`src/rtl/mra_pkg.sv`:
```
package mra_pkg;
  localparam int ADDR_W    = 24;
  localparam int OFS_W     = 5;
  localparam int CHAN_W    = 3;
  localparam int BANK_W    = 3;
  localparam int ROW_W     = ADDR_W - OFS_W - CHAN_W - BANK_W;
  localparam int NUM_CHAN  = 1 << CHAN_W;
  localparam int PRIO_W    = 4;
  localparam int BONUS_W   = 4;
  localparam int SCORE_W   = PRIO_W + 2;
  localparam int CFG_AW    = 4;
  localparam int CFG_DW    = 8;
  localparam logic [CFG_AW-1:0] CFG_ROW_BONUS = 4'hC;
  localparam logic [CFG_AW-1:0] CFG_DIR_BONUS = 4'hD;
  localparam logic [CFG_AW-1:0] CFG_STARVE    = 4'hE;

  typedef struct packed {
    logic              valid;
    logic [BANK_W-1:0] bank;
    logic [ROW_W-1:0]  row;
    logic              write;
  } act_t;

  function automatic logic [CHAN_W-1:0] chan_of(input logic [ADDR_W-1:0] a);
    return a[OFS_W +: CHAN_W];
  endfunction

  function automatic logic [BANK_W-1:0] bank_of(input logic [ADDR_W-1:0] a);
    return a[OFS_W+CHAN_W +: BANK_W];
  endfunction

  function automatic logic [ROW_W-1:0] row_of(input logic [ADDR_W-1:0] a);
    return a[ADDR_W-1 -: ROW_W];
  endfunction

  function automatic logic [SCORE_W-1:0] fit_score(
    input logic [PRIO_W-1:0]  prio,
    input act_t               act,
    input logic [BANK_W-1:0]  bank,
    input logic [ROW_W-1:0]   row,
    input logic               wr,
    input logic [BONUS_W-1:0] row_bonus,
    input logic [BONUS_W-1:0] dir_bonus);
    logic [SCORE_W-1:0] s;
    s = SCORE_W'(prio);
    if (act.valid && act.bank == bank && act.row == row) s = s + SCORE_W'(row_bonus);
    if (act.valid && act.write == wr) s = s + SCORE_W'(dir_bonus);
    return s;
  endfunction
endpackage

```
`src/rtl/mra_queue.sv`:
```
module mra_queue #(
  parameter int WIDTH = 25,
  parameter int DEPTH = 2
) (
  input  logic             clk,
  input  logic             rst_n,
  input  logic             push,
  input  logic [WIDTH-1:0] din,
  output logic             full,
  input  logic             pop,
  output logic             valid,
  output logic [WIDTH-1:0] dout
);
  localparam int PTR_W = (DEPTH > 1) ? $clog2(DEPTH) : 1;
  localparam int CNT_W = $clog2(DEPTH + 1);

  logic [WIDTH-1:0] mem [DEPTH];
  logic [PTR_W-1:0] wr_ptr, rd_ptr;
  logic [CNT_W-1:0] count;
  logic             do_push, do_pop;

  assign full    = (count == CNT_W'(DEPTH));
  assign valid   = (count != '0);
  assign dout    = mem[rd_ptr];
  assign do_push = push && !full;
  assign do_pop  = pop && valid;

  function automatic logic [PTR_W-1:0] next_ptr(input logic [PTR_W-1:0] p);
    return (p == PTR_W'(DEPTH - 1)) ? '0 : p + 1'b1;
  endfunction

  always_ff @(posedge clk) begin
    if (!rst_n) begin
      wr_ptr <= '0;
      rd_ptr <= '0;
      count  <= '0;
    end else begin
      if (do_push) wr_ptr <= next_ptr(wr_ptr);
      if (do_pop)  rd_ptr <= next_ptr(rd_ptr);
      case ({do_push, do_pop})
        2'b10:   count <= count + 1'b1;
        2'b01:   count <= count - 1'b1;
        default: count <= count;
      endcase
    end
  end

  always_ff @(posedge clk) begin
    if (do_push) mem[wr_ptr] <= din;
  end
endmodule

```
`src/rtl/mra_cfg.sv`:
```
module mra_cfg
  import mra_pkg::*;
#(
  parameter int N = 4
) (
  input  logic                  clk,
  input  logic                  rst_n,
  input  logic                  we,
  input  logic [CFG_AW-1:0]     addr,
  input  logic [CFG_DW-1:0]     wdata,
  output logic [N*PRIO_W-1:0]   prio_flat,
  output logic [BONUS_W-1:0]    row_bonus,
  output logic [BONUS_W-1:0]    dir_bonus,
  output logic [CFG_DW-1:0]     starve_lim
);
  for (genvar i = 0; i < N; i++) begin : g_prio
    always_ff @(posedge clk) begin
      if (!rst_n)                          prio_flat[i*PRIO_W +: PRIO_W] <= '0;
      else if (we && addr == CFG_AW'(i))   prio_flat[i*PRIO_W +: PRIO_W] <= wdata[PRIO_W-1:0];
    end
  end

  always_ff @(posedge clk) begin
    if (!rst_n) begin
      row_bonus  <= '0;
      dir_bonus  <= '0;
      starve_lim <= '0;
    end else if (we) begin
      if (addr == CFG_ROW_BONUS) row_bonus  <= wdata[BONUS_W-1:0];
      if (addr == CFG_DIR_BONUS) dir_bonus  <= wdata[BONUS_W-1:0];
      if (addr == CFG_STARVE)    starve_lim <= wdata;
    end
  end
endmodule

```
`src/rtl/mra_chan_act.sv`:
```
module mra_chan_act
  import mra_pkg::*;
(
  input  logic              clk,
  input  logic              rst_n,
  input  logic              upd,
  input  logic [CHAN_W-1:0] upd_chan,
  input  logic [BANK_W-1:0] upd_bank,
  input  logic [ROW_W-1:0]  upd_row,
  input  logic              upd_write,
  output act_t              act_o [NUM_CHAN],
  output logic [NUM_CHAN-1:0] act_valid
);
  for (genvar c = 0; c < NUM_CHAN; c++) begin : g_chan
    always_ff @(posedge clk) begin
      if (!rst_n) begin
        act_o[c] <= '0;
      end else if (upd && upd_chan == CHAN_W'(c)) begin
        act_o[c].valid <= 1'b1;
        act_o[c].bank  <= upd_bank;
        act_o[c].row   <= upd_row;
        act_o[c].write <= upd_write;
      end
    end
    assign act_valid[c] = act_o[c].valid;
  end
endmodule

```
`src/rtl/mra_pick.sv`:
```
module mra_pick
  import mra_pkg::*;
#(
  parameter int N     = 4,
  parameter int IDX_W = 2
) (
  input  logic [N-1:0]         elig,
  input  logic [N*SCORE_W-1:0] score_flat,
  output logic                 gvalid,
  output logic [IDX_W-1:0]     gidx,
  output logic [SCORE_W-1:0]   gscore
);
  always_comb begin
    gvalid = 1'b0;
    gidx   = '0;
    gscore = '0;
    for (int i = 0; i < N; i++) begin
      if (elig[i] && (!gvalid || score_flat[i*SCORE_W +: SCORE_W] > gscore)) begin
        gvalid = 1'b1;
        gidx   = IDX_W'(i);
        gscore = score_flat[i*SCORE_W +: SCORE_W];
      end
    end
  end
endmodule

```
`src/rtl/mem_req_arbiter.sv`:
```
module mem_req_arbiter
  import mra_pkg::*;
#(
  parameter int NUM_CLIENTS = 4,
  parameter int QUEUE_DEPTH = 2
) (
  input  logic                          clk,
  input  logic                          rst_n,
  input  logic [NUM_CLIENTS-1:0]        req_valid,
  output logic [NUM_CLIENTS-1:0]        req_ready,
  input  logic [NUM_CLIENTS*ADDR_W-1:0] req_addr,
  input  logic [NUM_CLIENTS-1:0]        req_write,
  input  logic                          cfg_we,
  input  logic [CFG_AW-1:0]             cfg_addr,
  input  logic [CFG_DW-1:0]             cfg_wdata,
  input  logic [NUM_CHAN-1:0]           chan_rdy,
  output logic [NUM_CHAN-1:0]           fwd_valid,
  output logic [ADDR_W-1:0]             fwd_addr,
  output logic                          fwd_write,
  output logic [$clog2(NUM_CLIENTS)-1:0] fwd_client
);
  localparam int IDX_W = $clog2(NUM_CLIENTS);
  localparam int ENT_W = ADDR_W + 1;
  localparam logic [PRIO_W-1:0] PRIO_MAX = '1;

  // configuration
  logic [NUM_CLIENTS*PRIO_W-1:0] prio_flat;
  logic [BONUS_W-1:0]            row_bonus, dir_bonus;
  logic [CFG_DW-1:0]             starve_lim;

  mra_cfg #(.N(NUM_CLIENTS)) u_cfg (
    .clk, .rst_n, .we(cfg_we), .addr(cfg_addr), .wdata(cfg_wdata),
    .prio_flat, .row_bonus, .dir_bonus, .starve_lim
  );

  // named internal events
  logic                          grant_valid;
  logic [IDX_W-1:0]              grant_idx;
  logic [SCORE_W-1:0]            win_score;
  logic [CHAN_W-1:0]             grant_chan;
  logic [NUM_CLIENTS-1:0]        eligible;
  logic [NUM_CLIENTS-1:0]        head_valid;
  logic [NUM_CLIENTS-1:0]        starved;
  logic [NUM_CLIENTS-1:0]        pop;
  logic [NUM_CLIENTS*SCORE_W-1:0] score_flat;
  logic [ADDR_W-1:0]             head_addr  [NUM_CLIENTS];
  logic                          head_write [NUM_CLIENTS];
  logic [CHAN_W-1:0]             head_chan  [NUM_CLIENTS];

  act_t                          act [NUM_CHAN];
  logic [NUM_CHAN-1:0]           act_valid;

  for (genvar i = 0; i < NUM_CLIENTS; i++) begin : g_client
    logic [ENT_W-1:0]  q_dout;
    logic              q_full;
    logic [CFG_DW-1:0] lose_cnt;
    logic [PRIO_W-1:0] prio_eff;
    logic              lost;

    mra_queue #(.WIDTH(ENT_W), .DEPTH(QUEUE_DEPTH)) u_queue (
      .clk, .rst_n,
      .push (req_valid[i]),
      .din  ({req_write[i], req_addr[i*ADDR_W +: ADDR_W]}),
      .full (q_full),
      .pop  (pop[i]),
      .valid(head_valid[i]),
      .dout (q_dout)
    );

    assign req_ready[i]  = !q_full;
    assign head_addr[i]  = q_dout[ADDR_W-1:0];
    assign head_write[i] = q_dout[ADDR_W];
    assign head_chan[i]  = chan_of(q_dout[ADDR_W-1:0]);
    assign eligible[i]   = head_valid[i] && chan_rdy[head_chan[i]];
    assign pop[i]        = grant_valid && (grant_idx == IDX_W'(i));
    assign lost          = head_valid[i] && grant_valid && (grant_idx != IDX_W'(i));

    always_ff @(posedge clk) begin
      if (!rst_n)                   lose_cnt <= '0;
      else if (pop[i])              lose_cnt <= '0;
      else if (lost && lose_cnt != '1) lose_cnt <= lose_cnt + 1'b1;
    end

    assign starved[i] = (starve_lim != '0) && (lose_cnt >= starve_lim);
    assign prio_eff   = starved[i] ? PRIO_MAX : prio_flat[i*PRIO_W +: PRIO_W];

    assign score_flat[i*SCORE_W +: SCORE_W] =
      fit_score(prio_eff, act[head_chan[i]], bank_of(head_addr[i]),
                row_of(head_addr[i]), head_write[i], row_bonus, dir_bonus);
  end

  mra_pick #(.N(NUM_CLIENTS), .IDX_W(IDX_W)) u_pick (
    .elig(eligible), .score_flat, .gvalid(grant_valid), .gidx(grant_idx), .gscore(win_score)
  );

  assign grant_chan = head_chan[grant_idx];
  assign fwd_addr   = head_addr[grant_idx];
  assign fwd_write  = head_write[grant_idx];
  assign fwd_client = grant_idx;

  always_comb begin
    fwd_valid = '0;
    if (grant_valid) fwd_valid[grant_chan] = 1'b1;
  end

  mra_chan_act u_act (
    .clk, .rst_n,
    .upd      (grant_valid),
    .upd_chan (grant_chan),
    .upd_bank (bank_of(fwd_addr)),
    .upd_row  (row_of(fwd_addr)),
    .upd_write(fwd_write),
    .act_o    (act),
    .act_valid(act_valid)
  );
endmodule

```
`config.mk`:
```
export PLATFORM = sky130hd
export DESIGN_NAME = mem_req_arbiter
export DESIGN_NICKNAME = d
export VERILOG_FILES = /design/src/rtl/mra_pkg.sv /design/src/rtl/mra_queue.sv /design/src/rtl/mra_cfg.sv /design/src/rtl/mra_chan_act.sv /design/src/rtl/mra_pick.sv /design/src/rtl/mem_req_arbiter.sv
export SDC_FILE = /design/constraint.sdc
export NUM_CORES = 1
export LEC_CHECK = 0
export BUFFER_PORTS_ARGS = -buffer_cell sky130_fd_sc_hd__buf_2
export CAP_MARGIN = 30
export CORE_ASPECT_RATIO = 0.5
export CORE_UTILIZATION = 50
export CTS_CLUSTER_SIZE = 28
export DETAILED_ROUTE_END_ITERATION = 8
export PLACE_DENSITY = 0.76
export SETUP_SLACK_MARGIN = 0.2
export SYNTH_ARGS = -nofsm -noshare
export SYNTH_HDL_FRONTEND = slang
export SYNTH_SLANG_ARGS = --single-unit
```
`constraint.sdc`:
```
create_clock -name clk -period 17.8 [get_ports clk]
set_clock_uncertainty 0.15 [all_clocks]
set_input_delay 0.89 -clock clk [delete_from_list [all_inputs] [get_ports clk]]
set_output_delay 0.89 -clock clk [all_outputs]
set_load 0.03 [all_outputs]
```
# After elaboration in Yosys (flattened, before gate mapping)
# Memories as Yosys holds them, arrays and structs flattened. A register that Yosys moved wholly into a read port is not among the register bits.
# Index checks and enable logic that the tools add are counted.
# Widths: inputs -> output; s select.
# word_totals
ff_bits	224
ramBits	200
in_bits	127
out_inout_bits	39
wordCells	330
memories	4
# op_classes
n_addsub	28
n_lt_le_gt_ge	18
eq_ne	47
muxes	82
n_bitwise	6
reduce_logical	90
# mem_list
name	depth	width	read_ports	rd_ports_with_merged_regs	write_ports	line_no	text
g_client[0].u_queue.mem	2	25	1	1	1	mra_queue.sv:17	logic [WIDTH-1:0] mem [DEPTH];
g_client[1].u_queue.mem	2	25	1	1	1	mra_queue.sv:17	
g_client[2].u_queue.mem	2	25	1	1	1	mra_queue.sv:17	
g_client[3].u_queue.mem	2	25	1	1	1	mra_queue.sv:17	
# op_table
op	count
$bmux 18 s3	4
$mux 18	8
$logic_and 1x1->1	60
$eq 13x13->1	4
$bmux 24 s2	1
$mux 24	2
$mux 6	7
$mux 1	36
$add 8x1->8 const B	4
$ge 8x8->1	4
$ne 8x8->1 const B	4
$add 6x4->6	4
$add 4x4->5	4
$eq 2x2->1 const B	10
$lt 3x4->1 const B	5
$mux 5	4
$gt 6x6->1	3
$reduce_bool 2->1	9
$ge 4x4->1 const B	4
$mux 4	4
$not 3->4	4
$pmux 2 s2	4
$bmux 1 s3	4
$eq 3x3->1	4
other kinds (31)	74

# Logic depth before layout (Yosys ltp)
# logic_depth
depth_word	32
ltp_mapped	59
depth_no_buf	56

# Cells and area by module
# From an unflattened synthesis, not the netlist that was laid out.
# hier_totals
cells_unflattened	2136
area_unflattened_um2	25809.8
# modules_own_cells
module	instances	cells_per_inst	area_each_um2	seq_area_each_um2
mem_req_arbiter	1	993	10322.4	640.6
mra_queue	4	104	2037.0	1601.5
mra_chan_act	1	498	5203.7	2882.8
mra_cfg	1	121	1263.7	640.6
mra_pick	1	108	872.1	0.0

# Least setup slack after synthesis
# Ideal clock, no wire load.
# synth_path
kind	flip-flop to output port
from	register (tool-made name)
to	output fwd_valid[7]
t_arrival_ns	11.767
path_slack_ns	4.993
stages_incl_launch_ff	47
path_buffers	11
cell_sequence	dfxtp_1 > mux2i_1 > buf_2 > buf_2 > buf_2 > buf_2 > mux2i_1 > o221ai_1 > a22o_1 > or3_1 > clkbuf_1 > or2_0 > mux2_2 > ha_1 > fa_1 > xnor2_1 > a22o_1 > a211oi_1 > [... 11 more ...] > a221oi_1 > a41oi_1 > o21ai_2 > clkbuf_1 > clkbuf_1 > o22ai_1 > ha_1 > nor2b_1 > o21a_1 > o21a_1 > o21a_1 > o21a_1 > o221ai_1 > and2_1 > mux2_2 > or4_1 > buf_6 > inv_1
# synth_rtl
item	line_no	text
to (decl)	mem_req_arbiter.sv:17	output logic [NUM_CHAN-1:0] fwd_valid,

==> flow_metrics.py <==
metrics = {
    "final_layout": {
        "area_delta_synth_final_pct": 11.6,
        "drive_gt1_frac": 0.190,
        "fin_nets": 2608,
    },
    "global_routing": {
        "grt.total_usage": 0.295,
        "antenna_found_initial": 1,
        "grt_overflow": 0,
        "grt_pass1_vias": 19014,
        "grt_pass1_wl_mm": 117,
        "grt_start_max_net_pins": 76,
    },
    "synth": {
        "yosys.area.top_type_share": 0.232,
        "yosysWarningCount": 0,
        "syn-instance-count": 2254,
        "synth_cell_types": 72,
        "synth_edf_count": 200,
        "avgSynthCellArea_um2": 11.5,
        "yosysTopAreaCell": "edfxtp_1",
        "synth.most_common_cell": "mux2i_1",
        "async_reset_ff_frac": 0,
        "yosys-top-cells-area": "edfxtp_1 23%, mux2i_1 20%, dfxtp_1 18%",
        "synth_seq_area_share": 0.408,
        "ys.flop_type": "dfxtp_1",
        "syn_area_um2": 25900,
        "synthTopCellsByCount": "518 x mux2i_1, 228 x dfxtp_1, 214 x nand2_1",
        "synth-seq-cells": 428,
        "syn-num-nets": 2479,
    },
    "sta": {
        "period_share": 0.916,
        "finalSetupTns_ps": 0,
        "tightestPinTransition_ps": 1060,
        "slew_viol_final": 0,
        "finalHoldViolations": 0,
        "setup_ws_ps": 1500,
        "rsz0062_at_grt": "false",
        "period_minus_slack_ps": 16300,
        "whs_ps": 325,
        "relSlewSlack": 0.290,
        "setup_viol": 0,
        "fmax_mhz": 61.3,
    },
    "worst_setup_path": {
        "crit_fanout": 37,
        "critPathSlowestCell": "a311o_2",
        "arrival_ps": 15260,
        "criticalPathCategory": "reg -> out",
        "critPathLaunchType": "flop",
        "worst_setup_path_end_kind": "output port",
        "max_stage_delay_ps": 700,
        "ff2ff_path_depth": 49,
        "crit_top_cell": "buf_4",
        "required_ps": 16760,
    },
    "cts": {
        "cts_inserted_buffers": 41,
        "cts_tree": "done",
        "hold_buffers": 0,
        "clk_latency_ps": 580,
        "cts-resized-gates": 0,
        "clockRootBuffer": "clkbuf_16",
        "htreeDepth": 2,
        "post-cts-setup-buffers": 0,
        "clockBufferDepth": 3,
        "cts_sinks": 428,
        "clkSlewWorstSetupHoldPaths_ps": 60,
    },
    "placed_design": {
        "gp_congestion": 0.987,
        "port_buffers": 165,
        "pre_cts_ws_ps": 2450,
        "hpwl_mm": 56.3,
    },
    "die": {
        "num_io_pins": 166,
        "core-area_um2": 50700,
        "rows": 58,
        "die-area_um2": 52800,
        "die-width_um": 324,
        "die_y_um": 163,
        "initial_core_util": 0.511,
    },
    "drt": {
        "dr_total_vias": 19435,
        "ant_nets": 0,
        "drt-total-wl_mm": 77.5,
        "vias_per_cell": 6.26,
        "drc_errors": 0,
        "drt_iter0_drc": 1999,
        "post_drt_wl_per_cell_um": 24.9,
        "firstDrtPassIters": 5,
    },
    "power_and_ir_drop": {
        "p_leak_nw": 11.9,
        "p_total_mw": 5.05,
        "peakVddDrop_v": 0.000135,
        "power.density_nw_per_um2": 175,
    },
    "worst_hold_path": {
        "min_path_cells": 2,
        "min_from": "u_cfg.prio_flat[0]",
        "min_path_type": "reg -> reg",
    },
    "run_status": {
        "outcome": "completed",
    },
    "job": {
        "cap_violations": 0,
    },
}
-- cells in the final DEF (no fill, tap or decap), types with 7 or more instances in the layout --
cell type	instances
buf_4	42
nor2_1	80
and3_1	17
nand4_1	20
mux2i_4	10
fa_1	8
nor2b_1	46
a221oi_1	7
nand3_1	29
nor4_1	14
mux4_2	97
edfxtp_1	200
o21a_1	21
mux2_2	54
inv_1	54
a21boi_0	8
and2_1	26
o221ai_1	9
clkbuf_16	41
xor2_1	50
dfxtp_1	224
clkinv_1	8
nand2b_1	28
o21ai_0	21
a22oi_1	9
a21o_1	30
a21oi_1	44
mux2i_1	508
o22ai_1	8
a211oi_1	11
ha_1	90
nand2_1	214
nor3_1	12
or3_1	19
xnor2_1	72
buf_2	165
-- sequential cells by signal, indices dropped and copies added, names as in the netlist, named ones only --
register,count
g_client.u_queue.mem,200
u_act.act_o,144
g_client.lose_cnt,32
u_cfg.prio_flat,16
g_client.u_queue.count,8
u_cfg.starve_lim,8
g_client.u_queue.rd_ptr,4
g_client.u_queue.wr_ptr,4
u_cfg.dir_bonus,4
u_cfg.row_bonus,4
-- cell families (layout without fill, tap and decap cells) --
family / after synthesis / in the layout / synth area share
multiplexers: 673 / 673 / 0.311
AND/OR/NAND/NOR: 539 / 539 / 0.101
flip-flops: 428 / 428 / 0.408
AO/OA/AOI/OAI: 215 / 215 / 0.0587
buffers and inverters: 179 / 340 / 0.0304
XOR/XNOR: 122 / 122 / 0.0413
adder cells (fa/ha/maj): 98 / 98 / 0.0497
other: 0 / 1 / 0
-- through the flow --
step                      utilization  cell area, µm²  cells
after floorplan                     -           25900   2254
after global placement          0.543           27500   3029
after detailed placement        0.543           27500   3030
after CTS                       0.571           28900   3105
after global routing            0.571           28900   3106
final                           0.571           28900   3106
-- area by class of cell --
class	count	area [µm²]
Tap cell	690	863
Sequential cell	428	10600
Multi-Input combinational cell	1647	14700
Timing Repair Buffer	209	1170
Clock buffer	46	1060
Antenna cell	1	2.50
Fill cell	4192	21800
Inverter	56	210
Clock inverter	29	344
-- per-layer routing --
metal  global-route usage  routed length, µm  up-vias
li1                     -                  -     8655
met1                0.393              31600     9705
met2                0.470              35400      876
met3               0.0662               7450      199
met4                0.110               3110        0
met5                    0                  0        -
-- path summary, 6_finish.rpt --
check	endpoint	slack, ps
setup / recovery	fwd_valid[7]	1500
hold / removal	u_cfg.prio_flat[0]	330
setup reg to reg	u_act.act_o[44]	2690
hold reg to reg	u_cfg.prio_flat[0]	330
-- worst max-delay path: cells and delay by family, from the launching register on --
family,cells,cell delay [ps]
AO/OA/AOI/OAI,19,4340
flip-flops,1,370
multiplexers,5,1500
buffers and inverters,9,3000
XOR/XNOR,1,160
adder cells (fa/ha/maj),5,1500
AND/OR/NAND/NOR,12,3710
-- power breakdown --
group | internal, mW | switching [mW] | total (mW)
combinational | 0.999 | 1.63 | 2.62
sequential | 1.25 | 0.239 | 1.49
clock | 0.524 | 0.411 | 0.935
total | 2.77 | 2.28 | 5.05
Power figures use the tool's default switching activity.
